$ cat src/rtl/pgw_pkg.sv
`timescale 1ns/1ps
package pgw_pkg;
  localparam int PTE_PRESENT_BIT = 0;
  localparam int PTE_DIRTY_BIT   = 1;

  typedef enum logic [2:0] {
    ST_IDLE      = 3'd0,
    ST_ROOT_REQ  = 3'd1,
    ST_ROOT_WAIT = 3'd2,
    ST_LEAF_REQ  = 3'd3,
    ST_LEAF_WAIT = 3'd4,
    ST_WB_REQ    = 3'd5,
    ST_WB_WAIT   = 3'd6,
    ST_RESP      = 3'd7
  } walk_state_e;

  typedef enum logic {
    LVL_ROOT = 1'b0,
    LVL_LEAF = 1'b1
  } walk_level_e;
endpackage

$ cat src/rtl/pgw_rst_sync.sv
`timescale 1ns/1ps
// Asserts reset at once and releases it after STAGES clock edges.
module pgw_rst_sync #(
  parameter int STAGES = 2
) (
  input  logic clk,
  input  logic rst_n,
  output logic rst_n_sync
);
  logic [STAGES-1:0] sync_q;

  always_ff @(posedge clk or negedge rst_n) begin
    if (!rst_n) sync_q <= '0;
    else        sync_q <= {sync_q[STAGES-2:0], 1'b1};
  end

  assign rst_n_sync = sync_q[STAGES-1];
endmodule

$ cat src/rtl/pgw_entry_addr.sv
`timescale 1ns/1ps
// Word address of a table entry: table base frame followed by the index.
module pgw_entry_addr #(
  parameter int ADDR_W = 32,
  parameter int OFF_W  = 12,
  localparam int FRAME_W  = ADDR_W - OFF_W,
  localparam int IDX_W    = OFF_W - 2,
  localparam int ROOT_W   = ADDR_W - OFF_W - IDX_W,
  localparam int WADDR_W  = ADDR_W - 2
) (
  input  logic [FRAME_W-1:0] base_frame,
  input  logic [ADDR_W-1:0]  vaddr,
  input  logic               sel_leaf,
  output logic [WADDR_W-1:0] waddr
);
  logic [WADDR_W-1:0] base_word;
  logic [WADDR_W-1:0] root_idx;
  logic [WADDR_W-1:0] leaf_idx;

  assign base_word = {base_frame, {IDX_W{1'b0}}};
  assign leaf_idx  = WADDR_W'(vaddr[OFF_W +: IDX_W]);

  generate
    if (ROOT_W == IDX_W) begin : g_root_fit
      assign root_idx = WADDR_W'(vaddr[ADDR_W-1 -: ROOT_W]);
    end else if (ROOT_W < IDX_W) begin : g_root_narrow
      assign root_idx = WADDR_W'({{(IDX_W-ROOT_W){1'b0}}, vaddr[ADDR_W-1 -: ROOT_W]});
    end else begin : g_root_wide
      assign root_idx = WADDR_W'(vaddr[ADDR_W-1 -: ROOT_W]);
    end
  endgenerate

  always_comb begin
    if (sel_leaf) waddr = base_word + leaf_idx;
    else          waddr = base_word + root_idx;
  end
endmodule

$ cat src/rtl/pgw_pte_fields.sv
`timescale 1ns/1ps
// Splits a table entry into the fields the walker acts on.
module pgw_pte_fields
  import pgw_pkg::*;
#(
  parameter int ADDR_W = 32,
  parameter int OFF_W  = 12,
  localparam int FRAME_W = ADDR_W - OFF_W
) (
  input  logic [ADDR_W-1:0]  pte,
  output logic               present,
  output logic               dirty,
  output logic [FRAME_W-1:0] frame,
  output logic [ADDR_W-1:0]  pte_marked
);
  logic unused_rsvd;

  assign present     = pte[PTE_PRESENT_BIT];
  assign dirty       = pte[PTE_DIRTY_BIT];
  assign frame       = pte[ADDR_W-1:OFF_W];
  assign unused_rsvd = ^pte[OFF_W-1:PTE_DIRTY_BIT+1];

  always_comb begin
    pte_marked                = pte;
    pte_marked[PTE_DIRTY_BIT] = 1'b1;
  end
endmodule

$ cat src/rtl/pgw_walk_ctrl.sv
`timescale 1ns/1ps
// Walk sequencer: state machine, captured request, and walk results.
module pgw_walk_ctrl
  import pgw_pkg::*;
#(
  parameter int ADDR_W = 32,
  parameter int OFF_W  = 12,
  localparam int FRAME_W = ADDR_W - OFF_W,
  localparam int WADDR_W = ADDR_W - 2
) (
  input  logic               clk,
  input  logic               rst_n,
  input  logic               req_valid,
  output logic               req_ready,
  input  logic [ADDR_W-1:0]  req_vaddr,
  input  logic               req_store,
  input  logic [ADDR_W-1:0]  req_root_base,
  output logic               resp_valid,
  input  logic               resp_ready,
  output logic               resp_fault,
  output logic               resp_fault_leaf,
  output logic [ADDR_W-1:0]  resp_paddr,
  output logic [ADDR_W-1:0]  resp_pte,
  output logic [FRAME_W-1:0] resp_vpn,
  output logic               mem_req_valid,
  input  logic               mem_req_ready,
  output logic               mem_we,
  output logic [WADDR_W-1:0] mem_addr,
  output logic [ADDR_W-1:0]  mem_wdata,
  input  logic               mem_rsp_valid,
  input  logic [ADDR_W-1:0]  mem_rdata,
  output logic [FRAME_W-1:0] ea_base,
  output logic [ADDR_W-1:0]  ea_vaddr,
  output logic               ea_sel_leaf,
  input  logic [WADDR_W-1:0] ea_waddr,
  input  logic               rd_present,
  input  logic               rd_dirty,
  input  logic [FRAME_W-1:0] rd_frame,
  input  logic [ADDR_W-1:0]  rd_marked
);
  walk_state_e        state_q, state_d;
  logic [ADDR_W-1:0]  va_q;
  logic               store_q;
  logic [FRAME_W-1:0] root_q;
  logic [FRAME_W-1:0] tab_q, tab_d;
  logic               tab_en;
  logic [ADDR_W-1:0]  pte_q, pte_d;
  logic               pte_en;
  logic               fault_q, fault_d;
  walk_level_e        lvl_q, lvl_d;
  logic               res_en;
  logic               take_req;
  logic               unused_base;

  assign take_req    = (state_q == ST_IDLE) && req_valid;
  assign unused_base = ^req_root_base[OFF_W-1:0];

  // Next-state and result selection.
  always_comb begin
    state_d = state_q;
    tab_d   = tab_q;
    tab_en  = 1'b0;
    pte_d   = pte_q;
    pte_en  = 1'b0;
    fault_d = fault_q;
    lvl_d   = lvl_q;
    res_en  = 1'b0;
    case (state_q)
      ST_IDLE: begin
        if (req_valid) begin
          state_d = ST_ROOT_REQ;
          res_en  = 1'b1;
          fault_d = 1'b0;
          lvl_d   = LVL_ROOT;
        end
      end
      ST_ROOT_REQ: begin
        if (mem_req_ready) state_d = ST_ROOT_WAIT;
      end
      ST_ROOT_WAIT: begin
        if (mem_rsp_valid) begin
          pte_en = 1'b1;
          pte_d  = mem_rdata;
          if (!rd_present) begin
            res_en  = 1'b1;
            fault_d = 1'b1;
            lvl_d   = LVL_ROOT;
            state_d = ST_RESP;
          end else begin
            tab_en  = 1'b1;
            tab_d   = rd_frame;
            state_d = ST_LEAF_REQ;
          end
        end
      end
      ST_LEAF_REQ: begin
        if (mem_req_ready) state_d = ST_LEAF_WAIT;
      end
      ST_LEAF_WAIT: begin
        if (mem_rsp_valid) begin
          pte_en = 1'b1;
          res_en = 1'b1;
          lvl_d  = LVL_LEAF;
          if (!rd_present) begin
            pte_d   = mem_rdata;
            fault_d = 1'b1;
            state_d = ST_RESP;
          end else if (store_q && !rd_dirty) begin
            pte_d   = rd_marked;
            fault_d = 1'b0;
            state_d = ST_WB_REQ;
          end else begin
            pte_d   = mem_rdata;
            fault_d = 1'b0;
            state_d = ST_RESP;
          end
        end
      end
      ST_WB_REQ: begin
        if (mem_req_ready) state_d = ST_WB_WAIT;
      end
      ST_WB_WAIT: begin
        if (mem_rsp_valid) state_d = ST_RESP;
      end
      ST_RESP: begin
        if (resp_ready) state_d = ST_IDLE;
      end
      default: state_d = ST_IDLE;
    endcase
  end

  // State register.
  always_ff @(posedge clk or negedge rst_n) begin
    if (!rst_n) state_q <= ST_IDLE;
    else        state_q <= state_d;
  end

  // Request capture, enabled on acceptance.
  always_ff @(posedge clk or negedge rst_n) begin
    if (!rst_n) begin
      va_q    <= '0;
      store_q <= 1'b0;
      root_q  <= '0;
    end else if (take_req) begin
      va_q    <= req_vaddr;
      store_q <= req_store;
      root_q  <= req_root_base[ADDR_W-1:OFF_W];
    end
  end

  // Second-level table base.
  always_ff @(posedge clk or negedge rst_n) begin
    if (!rst_n)      tab_q <= '0;
    else if (tab_en) tab_q <= tab_d;
  end

  // Entry register.
  always_ff @(posedge clk or negedge rst_n) begin
    if (!rst_n)      pte_q <= '0;
    else if (pte_en) pte_q <= pte_d;
  end

  // Fault outcome.
  always_ff @(posedge clk or negedge rst_n) begin
    if (!rst_n) begin
      fault_q <= 1'b0;
      lvl_q   <= LVL_ROOT;
    end else if (res_en) begin
      fault_q <= fault_d;
      lvl_q   <= lvl_d;
    end
  end

  // Entry address source.
  assign ea_base     = (state_q == ST_ROOT_REQ) ? root_q : tab_q;
  assign ea_vaddr    = va_q;
  assign ea_sel_leaf = (state_q != ST_ROOT_REQ);

  // Memory side.
  assign mem_req_valid = (state_q == ST_ROOT_REQ) || (state_q == ST_LEAF_REQ) ||
                         (state_q == ST_WB_REQ);
  assign mem_we        = (state_q == ST_WB_REQ);
  assign mem_addr      = ea_waddr;
  assign mem_wdata     = pte_q;

  // Request / response side.
  assign req_ready       = (state_q == ST_IDLE);
  assign resp_valid      = (state_q == ST_RESP);
  assign resp_fault      = fault_q;
  assign resp_fault_leaf = (lvl_q == LVL_LEAF);
  assign resp_pte        = pte_q;
  assign resp_vpn        = va_q[ADDR_W-1:OFF_W];
  assign resp_paddr      = fault_q ? '0 : {pte_q[ADDR_W-1:OFF_W], va_q[OFF_W-1:0]};
endmodule

$ cat src/rtl/pgw_walker.sv
`timescale 1ns/1ps
// Two-level page table walker, top level.
module pgw_walker
  import pgw_pkg::*;
#(
  parameter int ADDR_W = 32,
  parameter int OFF_W  = 12,
  localparam int FRAME_W = ADDR_W - OFF_W,
  localparam int WADDR_W = ADDR_W - 2
) (
  input  logic               clk,
  input  logic               rst_n,
  input  logic               req_valid,
  output logic               req_ready,
  input  logic [ADDR_W-1:0]  req_vaddr,
  input  logic               req_store,
  input  logic [ADDR_W-1:0]  req_root_base,
  output logic               resp_valid,
  input  logic               resp_ready,
  output logic               resp_fault,
  output logic               resp_fault_leaf,
  output logic [ADDR_W-1:0]  resp_paddr,
  output logic [ADDR_W-1:0]  resp_pte,
  output logic [FRAME_W-1:0] resp_vpn,
  output logic               mem_req_valid,
  input  logic               mem_req_ready,
  output logic               mem_we,
  output logic [WADDR_W-1:0] mem_addr,
  output logic [ADDR_W-1:0]  mem_wdata,
  input  logic               mem_rsp_valid,
  input  logic [ADDR_W-1:0]  mem_rdata
);
  logic               rst_n_sync;
  logic [FRAME_W-1:0] ea_base;
  logic [ADDR_W-1:0]  ea_vaddr;
  logic               ea_sel_leaf;
  logic [WADDR_W-1:0] ea_waddr;
  logic               rd_present;
  logic               rd_dirty;
  logic [FRAME_W-1:0] rd_frame;
  logic [ADDR_W-1:0]  rd_marked;

  pgw_rst_sync #(.STAGES(2)) u_rst (
    .clk        (clk),
    .rst_n      (rst_n),
    .rst_n_sync (rst_n_sync)
  );

  pgw_entry_addr #(.ADDR_W(ADDR_W), .OFF_W(OFF_W)) u_addr (
    .base_frame (ea_base),
    .vaddr      (ea_vaddr),
    .sel_leaf   (ea_sel_leaf),
    .waddr      (ea_waddr)
  );

  pgw_pte_fields #(.ADDR_W(ADDR_W), .OFF_W(OFF_W)) u_dec (
    .pte        (mem_rdata),
    .present    (rd_present),
    .dirty      (rd_dirty),
    .frame      (rd_frame),
    .pte_marked (rd_marked)
  );

  pgw_walk_ctrl #(.ADDR_W(ADDR_W), .OFF_W(OFF_W)) u_ctrl (
    .clk             (clk),
    .rst_n           (rst_n_sync),
    .req_valid       (req_valid),
    .req_ready       (req_ready),
    .req_vaddr       (req_vaddr),
    .req_store       (req_store),
    .req_root_base   (req_root_base),
    .resp_valid      (resp_valid),
    .resp_ready      (resp_ready),
    .resp_fault      (resp_fault),
    .resp_fault_leaf (resp_fault_leaf),
    .resp_paddr      (resp_paddr),
    .resp_pte        (resp_pte),
    .resp_vpn        (resp_vpn),
    .mem_req_valid   (mem_req_valid),
    .mem_req_ready   (mem_req_ready),
    .mem_we          (mem_we),
    .mem_addr        (mem_addr),
    .mem_wdata       (mem_wdata),
    .mem_rsp_valid   (mem_rsp_valid),
    .mem_rdata       (mem_rdata),
    .ea_base         (ea_base),
    .ea_vaddr        (ea_vaddr),
    .ea_sel_leaf     (ea_sel_leaf),
    .ea_waddr        (ea_waddr),
    .rd_present      (rd_present),
    .rd_dirty        (rd_dirty),
    .rd_frame        (rd_frame),
    .rd_marked       (rd_marked)
  );
endmodule

$ cat config.mk
export PLATFORM = sky130hd
export DESIGN_NAME = pgw_walker
export DESIGN_NICKNAME = d
export VERILOG_FILES = /design/src/rtl/pgw_pkg.sv /design/src/rtl/pgw_rst_sync.sv /design/src/rtl/pgw_entry_addr.sv /design/src/rtl/pgw_pte_fields.sv /design/src/rtl/pgw_walk_ctrl.sv /design/src/rtl/pgw_walker.sv
export SDC_FILE = /design/constraint.sdc
export NUM_CORES = 1
export LEC_CHECK = 0
export BUFFER_PORTS_ARGS = -buffer_cell sky130_fd_sc_hd__buf_2
export CAP_MARGIN = 10
export CORE_MARGIN = 5
export CORE_UTILIZATION = 50
export DETAILED_ROUTE_END_ITERATION = 10
export GPL_TIMING_DRIVEN = 0
export PLACE_DENSITY = 0.78
export SETUP_SLACK_MARGIN = 0.1
export SLEW_MARGIN = 5
export SYNTH_ARGS = -nofsm -noshare
export SYNTH_HDL_FRONTEND = slang
export SYNTH_HIERARCHICAL = 1
export SYNTH_SLANG_ARGS = --single-unit
$ cat constraint.sdc
create_clock -name clk -period 3.72 [get_ports clk]
set_input_delay 0.372 -clock clk [delete_from_list [all_inputs] [get_ports clk]]
set_output_delay 0.372 -clock clk [all_outputs]
set_load 0.1 [all_outputs]
# ---- After elaboration in Yosys (flattened, before gate mapping)
# Index checks and enable logic that the tools add are counted.
dict set report totals {
  regBits 112
  inputBits 103
  out_inout_bits 152
  word_cells 79
}
dict set report op_classes {
  addsub 2
  n_eq_ne 17
  mux 38
  reduce_logical 13
}
# op count
set ops {}
lappend ops {{$mux W32} 3}
lappend ops {{$pmux W32 S2} 1}
lappend ops {{$add A30 B10 Y30} 2}
lappend ops {{$mux W3} 10}
lappend ops {{$mux W30} 1}
lappend ops {{$pmux W3 S8} 1}
lappend ops {{$mux W20} 1}
lappend ops {{$ne A2 B2 Y1 const B} 8}
lappend ops {{$mux W1} 15}
lappend ops {{$eq A3 B3 Y1 const B} 4}
lappend ops {{$pmux W1 S3} 3}
lappend ops {{$reduce_and A4 Y1} 2}
lappend ops {{$reduce_and A8 Y1} 1}
lappend ops {{$eq A3 B2 Y1 const B} 2}
lappend ops {{$mux W2} 3}
lappend ops {{$reduce_and A6 Y1} 1}
lappend ops {{$eq A3 B1 Y1 const B} 1}
lappend ops {{$logic_not A3 Y1} 1}
lappend ops {{$ne A3 B1 Y1 const B} 1}
lappend ops {{$reduce_bool A3 Y1} 1}
lappend ops {{$logic_and A1 B1 Y1} 2}
lappend ops {{$logic_or A1 B1 Y1} 2}
lappend ops {{$ne A2 B1 Y1 const B} 1}
lappend ops {{$reduce_bool A2 Y1} 1}
lappend ops {{2 further kinds} 2}

# ---- Depth between registers and ports, before layout
dict set report depth {
  depth_word 6
  mapped_depth 8
  depth_no_buf 4
}

# ---- Cells and area by module
# The synthesis kept the hierarchy.
# mod n_inst cells_per_inst area_each_um2 seq_area_each_um2
set modules_own_cells {}
lappend modules_own_cells {pgw_walk_ctrl 1 562 5944.5 2752.6}
lappend modules_own_cells {pgw_pte_fields 1 55 409.1 0.0}
lappend modules_own_cells {pgw_entry_addr 1 31 311.5 0.0}
lappend modules_own_cells {pgw_rst_sync 1 3 53.8 50.0}

# ---- Least setup slack after synthesis
# No wires, ideal clock.
dict set report synth_path {
  path_kind {flip-flop to flip-flop}
  start {register u_ctrl.state_q[0]}
  end {register u_ctrl.va_q[0] (netlist: u_ctrl/ea_vaddr[0])}
  setup_time_ns 0.125
  arrival_ns 3.588
  required_time_ns 3.595
  setup_slack_ns 0.007
  path_stages_with_launch 7
  n_path_buf 3
  synth_period_minus_slack_ns 3.713
  cell_sequence {dfrtp_1 buf_2 nor3_1 and2_1 buf_2 buf_4 mux2_2}
}
dict set report synth_between {
  elab_chain_cells 2
}
# element line
set synth_lines {}
lappend synth_lines {{start: declaration} pgw_walk_ctrl.sv:41} ;# walk_state_e state_q, state_d;
lappend synth_lines {{start signal: assignment} pgw_walk_ctrl.sv:135} ;# else state_q <= state_d;
lappend synth_lines {{$logic_not A3 Y1} n/a}
lappend synth_lines {{via req_ready} pgw_walker.sv:14} ;# output logic req_ready,
lappend synth_lines {{$logic_and A1 B1 Y1} pgw_walk_ctrl.sv:55} ;# assign take_req = (state_q == ST_IDLE) && req_valid;
lappend synth_lines {{end signal: assignment} pgw_walk_ctrl.sv:145} ;# va_q <= req_vaddr;
lappend synth_lines {{end: declaration} pgw_walk_ctrl.sv:42} ;# logic [ADDR_W-1:0] va_q;
# The timed path passes the listed nets, and every way through them passes these cells.
# A chain may end at the register's enable or synchronous reset.

# ---- Worst setup path in the final report
dict set report layout_path {
  start {register u_ctrl.state_q[0]}
  end {output port mem_addr[1]}
}
dict set report layout_between {
  elab_chain_cells 2
}
# element line
set layout_lines {}
lappend layout_lines {{$ne A3 B1 Y1} pgw_walk_ctrl.sv:177} ;# assign ea_sel_leaf = (state_q != ST_ROOT_REQ);
lappend layout_lines {{via ea_sel_leaf} pgw_walker.sv:36} ;# logic ea_sel_leaf;
lappend layout_lines {{$mux W30} pgw_entry_addr.sv:34} ;# if (sel_leaf) waddr = base_word + leaf_idx;
lappend layout_lines {{end: declaration} pgw_walker.sv:28} ;# output logic [WADDR_W-1:0] mem_addr,
# The timed path passes the listed nets, and every way through them passes these cells.

==> impl_metrics.env <==
export IMPL_final_nets=1009
export IMPL_clkSinkCount=112
export IMPL_synth_distinct_cells=34
export IMPL_placed_area_sq_mm=0.00819
export IMPL_io_buffers=242
export IMPL_rr_worst_depth=6
export IMPL_ios=255
export IMPL_hold_viol_final=0
export IMPL_grt_overflow=0
export IMPL_fin_crit_ns=3.10
export IMPL_finalWeightedCongestion=0.892
export IMPL_ys_flop_type="dfrtp_1"
export IMPL_async_flop_share_pct=100
export IMPL_cp_common_cell="buf_2"
export IMPL_postRouteAntennaNets=0
export IMPL_fmax_mhz=322
export IMPL_numPlacedInstances=1070
export IMPL_drc_errors=0
export IMPL_skew_ns=0.00807
export IMPL_die_h_microns=126
export IMPL_cts_resized=0
export IMPL_via_count=5245
export IMPL_path_depth=9
export IMPL_ys_seq_area_share_pct=41.7
export IMPL_drt_pass1_iterations=4
export IMPL_core_area_sq_mm=0.0132
export IMPL_grt_antenna_before_repair=1
export IMPL_cpPeakStageDelay_ns=0.35
export IMPL_slowest_stage="buf_2"
export IMPL_avgSynthCellArea_sq_um=10.3
export IMPL_cts_tree="yes"
export IMPL_antennaDiodeCount=0
export IMPL_critical_path_arrival_ns=2.73
export IMPL_rows=42
export IMPL_first_iter_violations=220
export IMPL_hp_class="input pin to flip-flop"
export IMPL_slew_headroom_pct=47.4
export IMPL_viasPerCell=4.83
export IMPL_fillers=1137
export IMPL_synth_cells=651
export IMPL_path_class="flip-flop to primary output"
export IMPL_pre_cts_ws_ns=0.972
export IMPL_die_area_sq_mm=0.0159
export IMPL_worst_pin_slew_ns=0.789
export IMPL_syn_cell_area_sq_mm=0.00672
export IMPL_cts_max_path_buffers=2
export IMPL_dp_hpwl_mm=12.9
export IMPL_synth_commonest_cells="buf_4, dfrtp_1, mux2_2"
export IMPL_finalSetupViolCount=0
export IMPL_layout_setup_ws_ns=0.617
export IMPL_cts_buffers=9
export IMPL_wl_mm=17.0
export IMPL_synth_most_common_cell="buf_4"
export IMPL_max_cap_violations=0
export IMPL_grt_pass1_vias=5445
export IMPL_die_x_microns=126
export IMPL_syn_to_final_growth_pct=26.1
export IMPL_track_usage_pct=21.4
export IMPL_synth_area_leaders="dfrtp_1, buf_4, mux2_2"
export IMPL_final_core_util_pct=64.2
export IMPL_wire_per_inst_microns=15.6
export IMPL_timing_rr_start="u_ctrl/state_q[0]"
export IMPL_postLayoutCellArea_sq_mm=0.00847
export IMPL_rsz0062_at_grt="false"
export IMPL_start_kind="flip-flop"
export IMPL_yosysTopAreaCellShare_pct=41.7
export IMPL_clk_latency_ns=0.36
export IMPL_hold_depth=2
export IMPL_crit_start="u_ctrl/state_q[0]"
export IMPL_drive_above_1_share_pct=59.4
export IMPL_post_route_period_util_pct=83.4
export IMPL_ctsHoldBuffers=1
export IMPL_r2r_setup_slack_ns=1.79
export IMPL_grt_first_pass_wirelength_mm=27.5
export IMPL_cp_buffers_inverters=7
export IMPL_worstHoldStart="req_vaddr[6]"
export IMPL_synth_seq_cells=112
export IMPL_initial_utilization_pct=50.9
export IMPL_grt_start_max_net_pins=59
export IMPL_cts_root_buf="clkbuf_16"
export IMPL_endpoint_kind="primary output"
export IMPL_crit_family="buffers and inverters"
export IMPL_synth_largest_area_cell="dfrtp_1"
export IMPL_drv_slew=0
export IMPL_worstPathRequired_ns=3.35
export IMPL_synth_warning_count=6
export IMPL_post_cts_buffers=0
export IMPL_clk_pin_slew_worst_paths_ns=0.07
export IMPL_h_tree_depth=3
export IMPL_cp_cell_sequence="buf_2 > inv_1 > nor3_1 > buf_2 > inv_1 > buf_6 > mux2_4 > buf_4 > buf_2"
export IMPL_synth_enable_flop_cells=0
export IMPL_status="finished, final reports clean"
export IMPL_syn_nets=754
export IMPL_cp_max_fo=10
export IMPL_multi_input_area_sq_mm=0.00238
export IMPL_regArea_sq_mm=0.00281
export IMPL_fin_cells=1087
registers in the layout, summed over array words and instances (netlist names):
name                    flops
u_ctrl/root_q              20
u_rst/sync_q                2
u_ctrl/store_q              1
u_ctrl/resp_fault           1
u_ctrl/mem_wdata           32
u_ctrl/state_q              3
u_ctrl/resp_fault_leaf      1
u_ctrl/ea_vaddr            32
u_ctrl/tab_q               20
cell families (layout without fill, tap and decap cells):
kind of cell / count (synthesis) / after routing / share of synthesized area (%)
AOI/OAI and AO/OA: 109 / 109 / 8.94
xor gates and xnor gates: 1 / 1 / 0.130
buffers and inverters: 237 / 497 / 23.0
DFF: 112 / 112 / 41.7
muxes: 105 / 105 / 18.1
other: 2 / 2 / 0.112
and+or+nand+nor: 85 / 85 / 7.97
placed cells by master, fill, tap and decap left out, types with 26 or more instances in the layout:
| cell | count |
|---|---|
| clkbuf_1 | 26 |
| inv_1 | 37 |
| a31oi_1 | 34 |
| buf_4 | 162 |
| mux2_2 | 93 |
| o21ai_0 | 30 |
| buf_2 | 250 |
| or3_1 | 32 |
| nor2b_1 | 35 |
| dfrtp_1 | 111 |
| a21oi_1 | 35 |
worst reg2reg max path: cells and delay by family, from the launching register on:
kind | cells | cell delay (ns)
buffers and inverters | 3 | 0.77
multiplexers | 1 | 0.36
AND/OR/NAND/NOR | 2 | 0.32
flip-flops | 1 | 0.38
through the flow:
step	TNS, ns	hold WS, ns
5_1_grt	0	0.230
4_1_cts	0	0.228
3_3_place_gp	-113.03	0.160
2_1_floorplan	0	0.0764
6_report	0	0.239
3_5_place_dp	0	0.160
routing by layer:
metal  GRT usage [%]  vias up  part of all wire, %
li1                -     2546                    -
met1            26.9     2498                   42
met2            36.6      176                   49
met3            4.78       23                  6.3
met4            7.38        2                  1.9
met5               0        -                0.041
final cells by class:
cell class,instances,area share [%]
inverter,37,1.64
timing repair buffer,244,14.7
clock inverter,5,0.384
tap,176,2.60
sequential,112,33.1
buffer,200,16.6
clock buffer,11,2.87
multi-input combinational,302,28.0
worst paths after layout:
kind	end
min	u_ctrl/ea_vaddr[6]
max	mem_addr[1]
min in group asynchronous	u_rst/sync_q[1]
min reg2reg	u_rst/sync_q[1]
max reg2reg	u_ctrl/ea_vaddr[1]
max in group asynchronous	u_ctrl/ea_vaddr[22]
Power is not shown: default switching activity piles up to over one toggle a cycle in this logic, so the estimate is an artifact.
